$ cat src/rtl/inv_pair_pkg.sv
package inv_pair_pkg;

    typedef enum logic [1:0] {
        ENC_A = 2'd0,
        ENC_B = 2'd1,
        ENC_C = 2'd2,
        ENC_D = 2'd3
    } enc_state_t;

    typedef enum logic [2:0] {
        INV_E = 3'd0,
        INV_F = 3'd1,
        INV_G = 3'd2,
        INV_H = 3'd3,
        INV_I = 3'd4,
        INV_J = 3'd5
    } inv_state_t;

    localparam int unsigned INV_STATES = 6;
    localparam int unsigned RECOVERY_LAT = 2;

endpackage

$ cat src/rtl/inv_pair_enc.sv
module inv_pair_enc
    import inv_pair_pkg::*;
(
    input  logic       clk,
    input  logic       rst,
    input  logic [1:0] start_i,
    input  logic       x_i,
    output logic       z_o
);

    typedef struct packed {
        enc_state_t st;
    } enc_regs_t;

    enc_regs_t r_d, r_q;
    logic      z_c;

    always_comb begin
        r_d = r_q;
        z_c = 1'b0;
        unique case (r_q.st)
            ENC_A: begin r_d.st = x_i ? ENC_D : ENC_C; z_c = x_i;  end
            ENC_B: begin r_d.st = x_i ? ENC_C : ENC_D; z_c = x_i;  end
            ENC_C: begin r_d.st = x_i ? ENC_B : ENC_A; z_c = 1'b0; end
            ENC_D: begin r_d.st = x_i ? ENC_D : ENC_C; z_c = 1'b1; end
            default: begin r_d.st = ENC_A; z_c = 1'b0; end
        endcase
        if (rst) begin
            r_d.st = enc_state_t'(start_i);
        end
    end

    always_ff @(posedge clk) begin
        r_q <= r_d;
    end

    assign z_o = z_c;

    // the reset load takes the requested start state
    p_start_load_r2: assert property (@(posedge clk)
        rst |=> (r_q.st == enc_state_t'($past(start_i))));

    // from D the encoder can only reach C or D
    p_d_succ_r1: assert property (@(posedge clk) disable iff (rst)
        (r_q.st == ENC_D) |=> (r_q.st == ENC_C || r_q.st == ENC_D));

endmodule

$ cat src/rtl/inv_pair_dec.sv
module inv_pair_dec
    import inv_pair_pkg::*;
(
    input  logic       clk,
    input  logic       rst,
    input  logic [1:0] start_i,
    input  logic       z_i,
    output logic       x_o
);

    typedef struct packed {
        inv_state_t st;
    } dec_regs_t;

    dec_regs_t  r_d, r_q;
    logic       x_c;
    inv_state_t start_st;

    // Encoder start A/B pairs with E, C/D pairs with G
    assign start_st = start_i[1] ? INV_G : INV_E;

    always_comb begin
        r_d = r_q;
        x_c = 1'b0;
        case (r_q.st)
            INV_E: begin r_d.st = z_i ? INV_J : INV_I; x_c = 1'b0; end
            INV_F: begin r_d.st = z_i ? INV_F : INV_E; x_c = 1'b1; end
            INV_G: begin r_d.st = z_i ? INV_F : INV_E; x_c = 1'b0; end
            INV_H: begin r_d.st = z_i ? INV_J : INV_I; x_c = 1'b1; end
            INV_I: begin r_d.st = z_i ? INV_G : INV_E; x_c = z_i;  end
            INV_J: begin r_d.st = z_i ? INV_F : INV_H; x_c = ~z_i; end
            default: begin r_d.st = INV_E; x_c = 1'b0; end
        endcase
        if (rst) begin
            r_d.st = start_st;
        end
    end

    always_ff @(posedge clk) begin
        r_q <= r_d;
    end

    assign x_o = x_c;

    // reset state follows the encoder start state
    p_reset_pick_r5: assert property (@(posedge clk)
        rst |=> (r_q.st == ($past(start_i[1]) ? INV_G : INV_E)));

    // only the six defined inverse states are ever occupied
    p_legal_state_r5: assert property (@(posedge clk) disable iff (rst)
        (r_q.st < 3'(INV_STATES)));

endmodule

$ cat src/rtl/inv_pair_valid.sv
module inv_pair_valid #(
    parameter int unsigned LAT = 2
) (
    input  logic clk,
    input  logic rst,
    output logic valid_o
);

    localparam int unsigned CW = $clog2(LAT + 1);
    localparam logic [CW-1:0] CMAX = CW'(LAT);

    typedef struct packed {
        logic [CW-1:0] cnt;
    } val_regs_t;

    val_regs_t r_d, r_q;

    always_comb begin
        r_d = r_q;
        if (r_q.cnt != CMAX) begin
            r_d.cnt = r_q.cnt + 1'b1;
        end
        if (rst) begin
            r_d.cnt = '0;
        end
    end

    always_ff @(posedge clk) begin
        r_q <= r_d;
    end

    assign valid_o = (r_q.cnt == CMAX);

    // the count never passes its limit
    p_cnt_bound_r3: assert property (@(posedge clk) disable iff (rst)
        (r_q.cnt <= CMAX));

    // once valid, it stays valid until reset
    p_valid_hold_r3: assert property (@(posedge clk) disable iff (rst)
        valid_o |=> valid_o);

endmodule

$ cat src/rtl/inv_pair_top.sv
module inv_pair_top
    import inv_pair_pkg::*;
(
    input  logic       clk,
    input  logic       rst,
    input  logic [1:0] enc_start,
    input  logic       plain_bit,
    output logic       coded_bit,
    output logic       rec_bit,
    output logic       rec_valid
);

    logic z_w;

    inv_pair_enc u_enc (
        .clk     (clk),
        .rst     (rst),
        .start_i (enc_start),
        .x_i     (plain_bit),
        .z_o     (z_w)
    );

    inv_pair_dec u_dec (
        .clk     (clk),
        .rst     (rst),
        .start_i (enc_start),
        .z_i     (z_w),
        .x_o     (rec_bit)
    );

    inv_pair_valid #(.LAT(RECOVERY_LAT)) u_val (
        .clk     (clk),
        .rst     (rst),
        .valid_o (rec_valid)
    );

    assign coded_bit = z_w;

    // recovered bit is the plain bit of two symbols earlier
    p_delay_match_r4: assert property (@(posedge clk) disable iff (rst)
        rec_valid |-> (rec_bit == $past(plain_bit, 2)));

    // validity is never claimed on the first symbol after reset
    p_no_early_valid_r3: assert property (@(posedge clk)
        rst |=> !rec_valid);

endmodule

$ cat config.mk
export PLATFORM = sky130hd
export DESIGN_NAME = inv_pair_top
export DESIGN_NICKNAME = d
export VERILOG_FILES = /design/src/rtl/inv_pair_pkg.sv /design/src/rtl/inv_pair_enc.sv /design/src/rtl/inv_pair_dec.sv /design/src/rtl/inv_pair_valid.sv /design/src/rtl/inv_pair_top.sv
export SDC_FILE = /design/constraint.sdc
export NUM_CORES = 1
export LEC_CHECK = 0
export BUFFER_PORTS_ARGS = -buffer_cell sky130_fd_sc_hd__buf_2
export CORE_AREA = 2 2 39 41
export DETAILED_ROUTE_END_ITERATION = 8
export DIE_AREA = 0 0 41 43
export REMOVE_ABC_BUFFERS = 1
export SLEW_MARGIN = 40
export SYNTH_ARGS = -nofsm -noshare
export SYNTH_HDL_FRONTEND = slang
export SYNTH_SLANG_ARGS = --single-unit
$ cat constraint.sdc
create_clock -name clk -period 1.5 [get_ports clk]
set_input_delay 0.225 -clock clk [delete_from_list [all_inputs] [get_ports clk]]
set_output_delay 0.225 -clock clk [all_outputs]
set_load 0.05 [all_outputs]
[Word level (Yosys, flattened, before mapping)]
Index checks and enable logic that the tools add are counted.
Word-level totals
  register bits: 7
  latch bits: 0
  RAM bits: 0
  bits in read-only memories: 0
  output and inout bits: 3
  memories kept: 0
Operators by class
  $add $sub $neg: 1
  $mul: 0
  div/mod/pow operators: 0
  $lt $le $gt $ge: 0
  equal/unequal tests: 10
  shift-type cells: 0
  multiplexer cells: 14
  bitwise operators: 1
  reductions and logical operators: 7
Operators by type and width (number)
  $pmux W3 S4: 1
  $reduce_or A2 Y1: 5
  $mux W2: 4
  $eq A2 B2 Y1 const B: 3
  $eq A3 B2 Y1 const B: 2
  $eq A3 B3 Y1 const B: 2
  $pmux W1 S3: 2
  $pmux W2 S3: 1
  $mux W1: 5
  $eq A3 B1 Y1 const B: 1
  $logic_not A3 Y1: 1
  $mux W3: 1
  $add A2 B1 Y2 const B: 1
  $eq A2 B1 Y1 const B: 1
  $logic_not A2 Y1: 1
  $ne A2 B2 Y1 const B: 1
  $not A1 Y1: 1

[Depth between registers and ports, before layout]
Gate-level depths: netlist of run 1.
  depth after elaboration: 6
  mapped depth: 5
  gate-level depth less buffers: 5

[By module]
Synthesis of run 1 repeated with hierarchy kept, for this count alone.
Second synthesis, totals
  cells, all modules: 38
  area total of the unflattened synthesis: 376.6 um^2
Modules (own cells, without submodules)
  inv_pair_dec: instances 1, cells an instance 15, area an instance 151.4 um^2, sequential area each 60.1 um^2
  inv_pair_enc: instances 1, cells an instance 13, area an instance 125.1 um^2, sequential area each 40.0 um^2
  inv_pair_valid: instances 1, cells an instance 10, area an instance 100.1 um^2, sequential area each 40.0 um^2

[Worst setup path before layout of run 1]
OpenSTA, ideal clock, no wires.
  path kind: register to output
  start point: reg u_enc.r_q[1] in the netlist's numbering
  end point: out rec_bit
  data arrival time: 1.625 ns
  data required time: 1.275 ns
  slack: -0.350 ns
  stages on the path, launching flop included: 3
  cell sequence: dfxtp_1 > mux2_4 > o221ai_1
Between the ends
  longest elaborated chain between the ends: 5
RTL lines
  from (decl): RTL line inv_pair_enc.sv:15  | enc_regs_t r_d, r_q;
  from (signal assigned): RTL line inv_pair_enc.sv:34  | r_q <= r_d;
  $eq A2 B1 Y1 or $logic_not A2 Y1 (tied branches): RTL line inv_pair_enc.sv:21  | unique case (r_q.st)
  $reduce_or A2 Y1 (no source line)
  $pmux W1 S3 (*): RTL line inv_pair_enc.sv:21
  via coded_bit: RTL line inv_pair_top.sv:8  | output logic coded_bit,
  $not A1 Y1: RTL line inv_pair_dec.sv:31  | INV_J: begin r_d.st = z_i ? INV_F : INV_H; x_c = ~z_i; end
  $pmux W1 S3 (*): RTL line inv_pair_dec.sv:25  | case (r_q.st)
  to (decl): RTL line inv_pair_top.sv:9  | output logic rec_bit,
The timed path passes the listed nets; every way through them passes the cells marked *.

[Final worst setup path of run 1]
  start point: reg u_enc.r_q[1] in the netlist's numbering
  end point: out rec_bit
Between the ends
  longest elaborated chain between the ends: 5
RTL lines (RTL line)
  $eq A2 B1 Y1 or $logic_not A2 Y1 (tied branches): inv_pair_enc.sv:21
  $reduce_or A2 Y1 (no source line)
  $pmux W1 S3 (*): inv_pair_enc.sv:21
  $not A1 Y1: inv_pair_dec.sv:31
  $pmux W1 S3 (*): inv_pair_dec.sv:25
Mark *: on every way between the ends. The rest lies on a longest branch, timed or not.

==> impl_metrics.csv, run 1 <==
group,metric,value,unit
run_status,status,"finished clean",
layout,final_cells,69,
worst_setup_path,critPathTopFamily,"flip-flops",
placement,place_ws,0.1440,ns
worst_setup_path,worstPathArrival,1.23,ns
route,drc,0,
yosys,synthesis.area,352.8,um^2
floorplanning,start_util,0.2550,
clocking,holdBufCountCts,0,
clocking,clock_latency,0.25,ns
timing,period_share,0.9716,
route,drtPass1Iterations,2,
layout,area_growth,31.21,%
timing,tightest_slew,0.2687,ns
yosys,synth.area.top_cells,"dfxtp_1 40%, ha_1 11%, nor2_1 8.5%, nand2b_1 5.3%, inv_1 4.3%",
worst_setup_path,max_stage_delay,0.33,ns
placement,dpl_cell_area,402.9,um^2
placement,dpl.hpwl,483.6,um
placement,dp.cells,63,
timing,setup_viol,0,
worst_setup_path,worst-path-stages,3,
worst_setup_path,critPathBufInv,1,
grt,grt_max_degree,9,
timing,holdWs,0.2071,ns
hold_path,min_from,"enc_start[0]",
pwr,power_density,1600,nW/um^2
placement,gp_congestion,0.5849,
timing,fin_ws,0.04254,ns
layout,nNetsFinal,62,
clocking,clk_path_buf_depth,2,
worst_setup_path,r2r_cells,5,
floorplanning,core,1384,um^2
worst_setup_path,cp_max_fo,4,
timing,skew,0.005500,ns
pwr,p_leak,0.2175,nW
layout,diodes,0,
floorplanning,ios,8,
yosys,synth.avg_cell_area,8.606,um^2
timing,finalCriticalPeriod,1.457,ns
worst_setup_path,startpoint,"u_enc.r_q[1]",
worst_setup_path,worst-setup-path-type,"flip-flop to output port",
layout,fin_area,462.9,um^2
timing,clock.fmax,686.1,MHz
route,drt-met1-wl,286,um
yosys,netlist_instances,41,
placement,port_buffers,7,
job,maxCapViolCount,0,
floorplanning,dieWidth,41,um
clocking,numCtsBuffers,3,
yosys,synth_top_area_share,0.3972,
worst_setup_path,path_cells,"mux2_4, o221ai_2, buf_6",
route,postRouteAntennaNets,0,
floorplanning,placementRows,14,
worst_setup_path,critPathCaptureType,"output port",
route,routed.top_layer,"met3",
worst_setup_path,cp_slowest_cell,"dfxtp_2",
clocking,cts.reportedPaths.clkPinSlew,0.05,ns
yosys,ys_types,17,
route,drt_iter0_drc,6,
worst_setup_path,cp.required,1.27,ns
clocking,cts-htree-levels,1,
worst_setup_path,cp-start-kind,"flip-flop",
pwr,ir_drop,0.0005822,V
floorplanning,die_area,1763,um^2
yosys,ys_seq_elements,7,
route,met3WireLength,49,um
grt,grt_first_pass_wirelength,1055,um
route,via_count,302,
layout,utilization,0.3345,
grt,grt_pass1_vias,271,
clocking,cts_tree,"built",
timing,rsz0062_at_grt,"true",
timing,max-slew-margin-rel,0.8206,
route,viasPerCell,4.377,
yosys,synth_top_area_cell,"dfxtp_1",
yosys,ys_warn_count,0,
timing,slew_viol_final,0,
grt,globalRouteTotalUtil,0.09237,
floorplanning,die_y,43,um
route,wl,653,um
clocking,cts-root-buf,"clkbuf_4",
hold_path,worstHoldPathCells,2,
yosys,yosysSeqAreaShare,0.3972,
timing,finalHoldViolCount,0,
grt,antenna_found_initial,0,
hold_path,hp-class,"primary input to flip-flop",
route,wl_met2,317,um
clocking,cts.sinks,7,
worst_setup_path,r2r-start,"u_enc.r_q[1]",
grt,grt_overflow,0,
layout,drive_gt1_frac,0.3396,
route,wl_per_cell,9.464,um
==> where the power goes <==
part | switching [mW] | leakage, nW | internal, mW
Combinational | 0.183 | 0.144 | 0.121
Clock | 0.0673 | 0.0150 | 0.101
Sequential | 0.0359 | 0.0585 | 0.233
==> area by class of cell <==
| type | instances | area, um^2 |
|---|---|---|
| timing repair buffer | 9 | 56.30 |
| tap | 16 | 20.02 |
| clock buffer | 4 | 26.28 |
| sequential | 7 | 141.4 |
| fill | 151 | 920.9 |
| multi-input combinational | 29 | 203.9 |
| inverter | 4 | 15.01 |
==> Yosys cell counts <==
cell	instances
nor2_1	8
dfxtp_1	7
inv_1	4
ha_1	3
nand2_1	3
nand2b_1	3
a21oi_1	2
o21ai_0	2
a211oi_2	1
buf_2	1
mux2_2	1
mux2_4	1
nand3_1	1
o21ai_1	1
o221ai_1	1
xnor2_1	1
xor2_1	1
==> per-layer routing <==
metal,track usage,vias up
met2,0.1375,8
met3,0.08377,0
met4,0.02000,0
met1,0.09325,137
met5,0,-
li1,-,157
==> path summary, 6_finish.rpt <==
path                  endpoint  slack (ns)
setup / recovery       rec_bit        0.04
hold reg to reg   u_dec.r_q[2]        0.47
setup reg to reg  u_enc.r_q[0]        0.24
hold / removal    u_enc.r_q[0]        0.21
==> timing repair <==
action,4_1_cts,5_1_grt
pin swaps,0,1
setup endpoints to repair,1,1
gates cloned,0,0
setup buffers,1,1
resized for setup,4,1
==> sequential cells by signal, indices dropped and copies added (netlist names) <==
| signal | flops |
|---|---|
| u_dec.r_q | 3 |
| u_val.r_q | 2 |
| u_enc.r_q | 2 |
==> placed cells by master, fill, tap and decap left out <==
master	count
xor2_1	1
a21oi_1	2
clkbuf_1	1
nand2b_1	3
nor2_1	8
mux2_4	1
buf_6	1
mux2_2	1
o221ai_2	1
dfxtp_2	1
ha_1	3
a211oi_2	1
o21ai_1	1
buf_2	6
inv_1	4
clkbuf_4	3
buf_4	2
nand3_2	1
o21ai_0	2
dfxtp_1	6
nand2_1	3
xnor2_1	1
==> stage by stage <==
stage | setup TNS, ns | power [mW]
2_1_floorplan | -0.3505 | 0.4957
3_3_place_gp | 0 | 0.5405
3_5_place_dp | 0 | 0.5490
4_1_cts | 0 | 0.7494
5_1_grt | -0.03672 | 0.8146
6_report | 0 | 0.7405
==> cells by family after synthesis <==
logic type,after synthesis,synth area share
flops,7,0.3972
simple gates,15,0.1844
fa+ha+maj,3,0.1064
xor+xnor,2,0.04965
compound gates,7,0.1312
buf+inv,5,0.05671
mux,2,0.07445
(Power assumes the default switching activity.)
==> inputs of run 2 (changes only) <==
--- a/config.mk
+++ b/config.mk
@@ -10,6 +10,7 @@
 export DETAILED_ROUTE_END_ITERATION = 8
 export DIE_AREA = 0 0 41 43
 export REMOVE_ABC_BUFFERS = 1
+export SETUP_SLACK_MARGIN = 0.05
 export SLEW_MARGIN = 40
 export SYNTH_ARGS = -nofsm -noshare
 export SYNTH_HDL_FRONTEND = slang
==> run 2 against run 1 <==
Against the previous run: sequential share of layout area stayed put; largest cell class unchanged; global-route usage is 0.10 points higher; register-to-register slack hardly changed; highest routed layer unchanged; die area stayed put; first-iteration DRC count rose by 17%.
==> impl_metrics.csv, run 2 (synthesized netlist as in run 1, its figures left out) <==
group,metric,value,unit
pwr,p_int,0.4548,mW
clocking,cts_tree,"built",
placement,port_buffers,7,
route,drt_iter0_drc,7,
floorplanning,ios,8,
worst_setup_path,worst-path-stages,3,
worst_setup_path,critPathCaptureType,"output port",
route,drc,0,
worst_setup_path,r2r-start,"u_enc.r_q[1]",
route,via_count,304,
clocking,cts-htree-levels,1,
layout,area_growth,31.21,%
clocking,cts.sinks,7,
pwr,clkPwrFrac,0.228,
floorplanning,core,1384,um^2
timing,max-slew-margin-rel,0.8206,
layout,drive_gt1_frac,0.3396,
placement,gp_congestion,0.5849,
layout,diodes,0,
worst_setup_path,worstPathArrival,1.23,ns
route,wl,637,um
clocking,numCtsBuffers,3,
worst_setup_path,cp.required,1.27,ns
timing,slew_viol_final,0,
layout,layout_common_cells,"8 x nor2_1, 6 x buf_2, 6 x dfxtp_1",
route,wl_per_cell,9.232,um
grt,grt_max_degree,9,
floorplanning,start_util,0.2550,
worst_setup_path,r2r_slack,0.24,ns
placement,place_ws,0.1440,ns
floorplanning,die_area,1763,um^2
clocking,cts.reportedPaths.clkPinSlew,0.05,ns
worst_setup_path,cp-start-kind,"flip-flop",
layout,final_common_cell,"nor2_1",
pwr,design_power_total,0.7394,mW
grt,grt_overflow,0,
route,viasPerCell,4.406,
pwr,pwr-share-comb,0.409,
pwr,p_seq_frac,0.362,
worst_setup_path,critPathTopFamily,"flip-flops",
timing,tightest_slew,0.2688,ns
layout,largest_reg_flops,3,
grt,antenna_found_initial,0,
timing,holdWs,0.2066,ns
clocking,clock_latency,0.25,ns
timing,setup-tns-final,0,ns
placement,dpl.hpwl,483.6,um
layout,top_regs,"u_dec.r_q x3, u_enc.r_q x2, u_val.r_q x2",
worst_setup_path,startpoint,"u_enc.r_q[1]",
floorplanning,placementRows,14,
pwr,swShare,0.3848,
run_status,status,"finished clean",
timing,clock.fmax,688.2,MHz
worst_setup_path,max_stage_delay,0.33,ns
layout,nNetsFinal,62,
floorplanning,dieWidth,41,um
grt,globalRouteTotalUtil,0.09337,
pwr,ir_drop,0.0006165,V
route,drtPass1Iterations,2,
timing,skew,0.005104,ns
timing,finalCriticalPeriod,1.453,ns
worst_setup_path,worst-setup-path-type,"flip-flop to output port",
timing,setup_viol,0,
timing,period_share,0.9687,
timing,fin_ws,0.04700,ns
grt,grt_pass1_vias,275,
timing,finalHoldViolCount,0,
grt,grt_first_pass_wirelength,1076,um
pwr,power_density,1597,nW/um^2
worst_setup_path,cp_max_fo,4,
clocking,clk_path_buf_depth,2,
route,postRouteAntennaNets,0,
hold_path,hp-class,"primary input to flip-flop",
timing,rsz0062_at_grt,"true",
worst_setup_path,crit_path_end,"rec_bit",
pwr,p_sw,0.2845,mW
floorplanning,die_y,43,um
worst_setup_path,path_cells,"mux2_4, o221ai_2, buf_6",
clocking,cts-root-buf,"clkbuf_4",
clocking,holdBufCountCts,0,
pwr,p_leak,0.2175,nW
worst_setup_path,critPathBufInv,1,
worst_setup_path,r2r_cells,5,
job,maxCapViolCount,0,
worst_setup_path,reg2reg_to,"u_enc.r_q[0]",
layout,largest-register,"u_dec.r_q",
worst_setup_path,cp_slowest_cell,"dfxtp_2",
==> run 2: cell counts in the layout (fill, tap and decap cells not counted) <==
Identical to the previous run, type by type.
==> run 2: final cells by class <==
| type | instances | area (um^2) |
|---|---|---|
| inverter | 4 | 15.01 |
| sequential | 7 | 141.4 |
| timing repair buffer | 9 | 56.30 |
| tap | 16 | 20.02 |
| fill | 146 | 920.9 |
| clock buffer | 4 | 26.28 |
| multi-input combinational | 29 | 203.9 |
==> run 2: power by group through the flow <==
stage,logic (mW),registers (mW),clock network [mW]
after floorplan,0.232,0.263,0
after global placement,0.271,0.269,0
after detailed placement,0.279,0.270,0
after CTS,0.308,0.268,0.180
after global routing,0.342,0.274,0.197
final,0.303,0.268,0.169
==> run 2: metrics by stage <==
step	instance area [um^2]	utilization	instances
global placement	402.9	0.2911	63
finish	462.9	0.3345	69
CTS	462.9	0.3345	69
global route	462.9	0.3345	69
floorplan	347.8	-	40
detailed placement	402.9	0.2911	63
==> run 2: worst register-to-register path, stage by stage (launching register included) <==
cell and delay, ns:
dfxtp_2 0.32, buf_4 0.13, ha_1 0.26, nor2_1 0.09
o21ai_0 0.09, mux2_2 0.26
==> run 2: how the worst min path moves through the flow <==
| stage | depth (start not counted) | from | slack [ns] | endpoint |
|---|---|---|---|---|
| 6_report | 2 | enc_start[0] | 0.21 | u_enc.r_q[0] |
| 5_1_grt | 2 | enc_start[0] | 0.19 | u_enc.r_q[0] |
| 4_1_cts | 2 | enc_start[0] | 0.20 | u_enc.r_q[0] |
| 3_5_place_dp | 2 | enc_start[0] | 0.46 | u_enc.r_q[0] |
| 3_3_place_gp | 2 | enc_start[0] | 0.46 | u_enc.r_q[0] |
| 2_1_floorplan | 1 | rst | 0.29 | u_dec.r_q[0] |
==> run 2: repair_timing <==
| action | CTS | global route |
|---|---|---|
| gates resized for setup | 5 | 0 |
| gates cloned | 0 | 0 |
| pin swaps | 1 | 0 |
| buffers inserted | 2 | 0 |
| endpoints found under the hold margin | 0 | 0 |
| endpoints found under the setup margin | 1 | 1 |
==> run 2: metal layers <==
metal / routed length (um) / track usage / vias to the layer above
met1: 272 / 0.09646 / 137
met2: 311 / 0.1375 / 10
met5: 0 / 0 / -
met4: 0 / 0.02000 / 0
met3: 53 / 0.08377 / 0
li1: - / - / 157
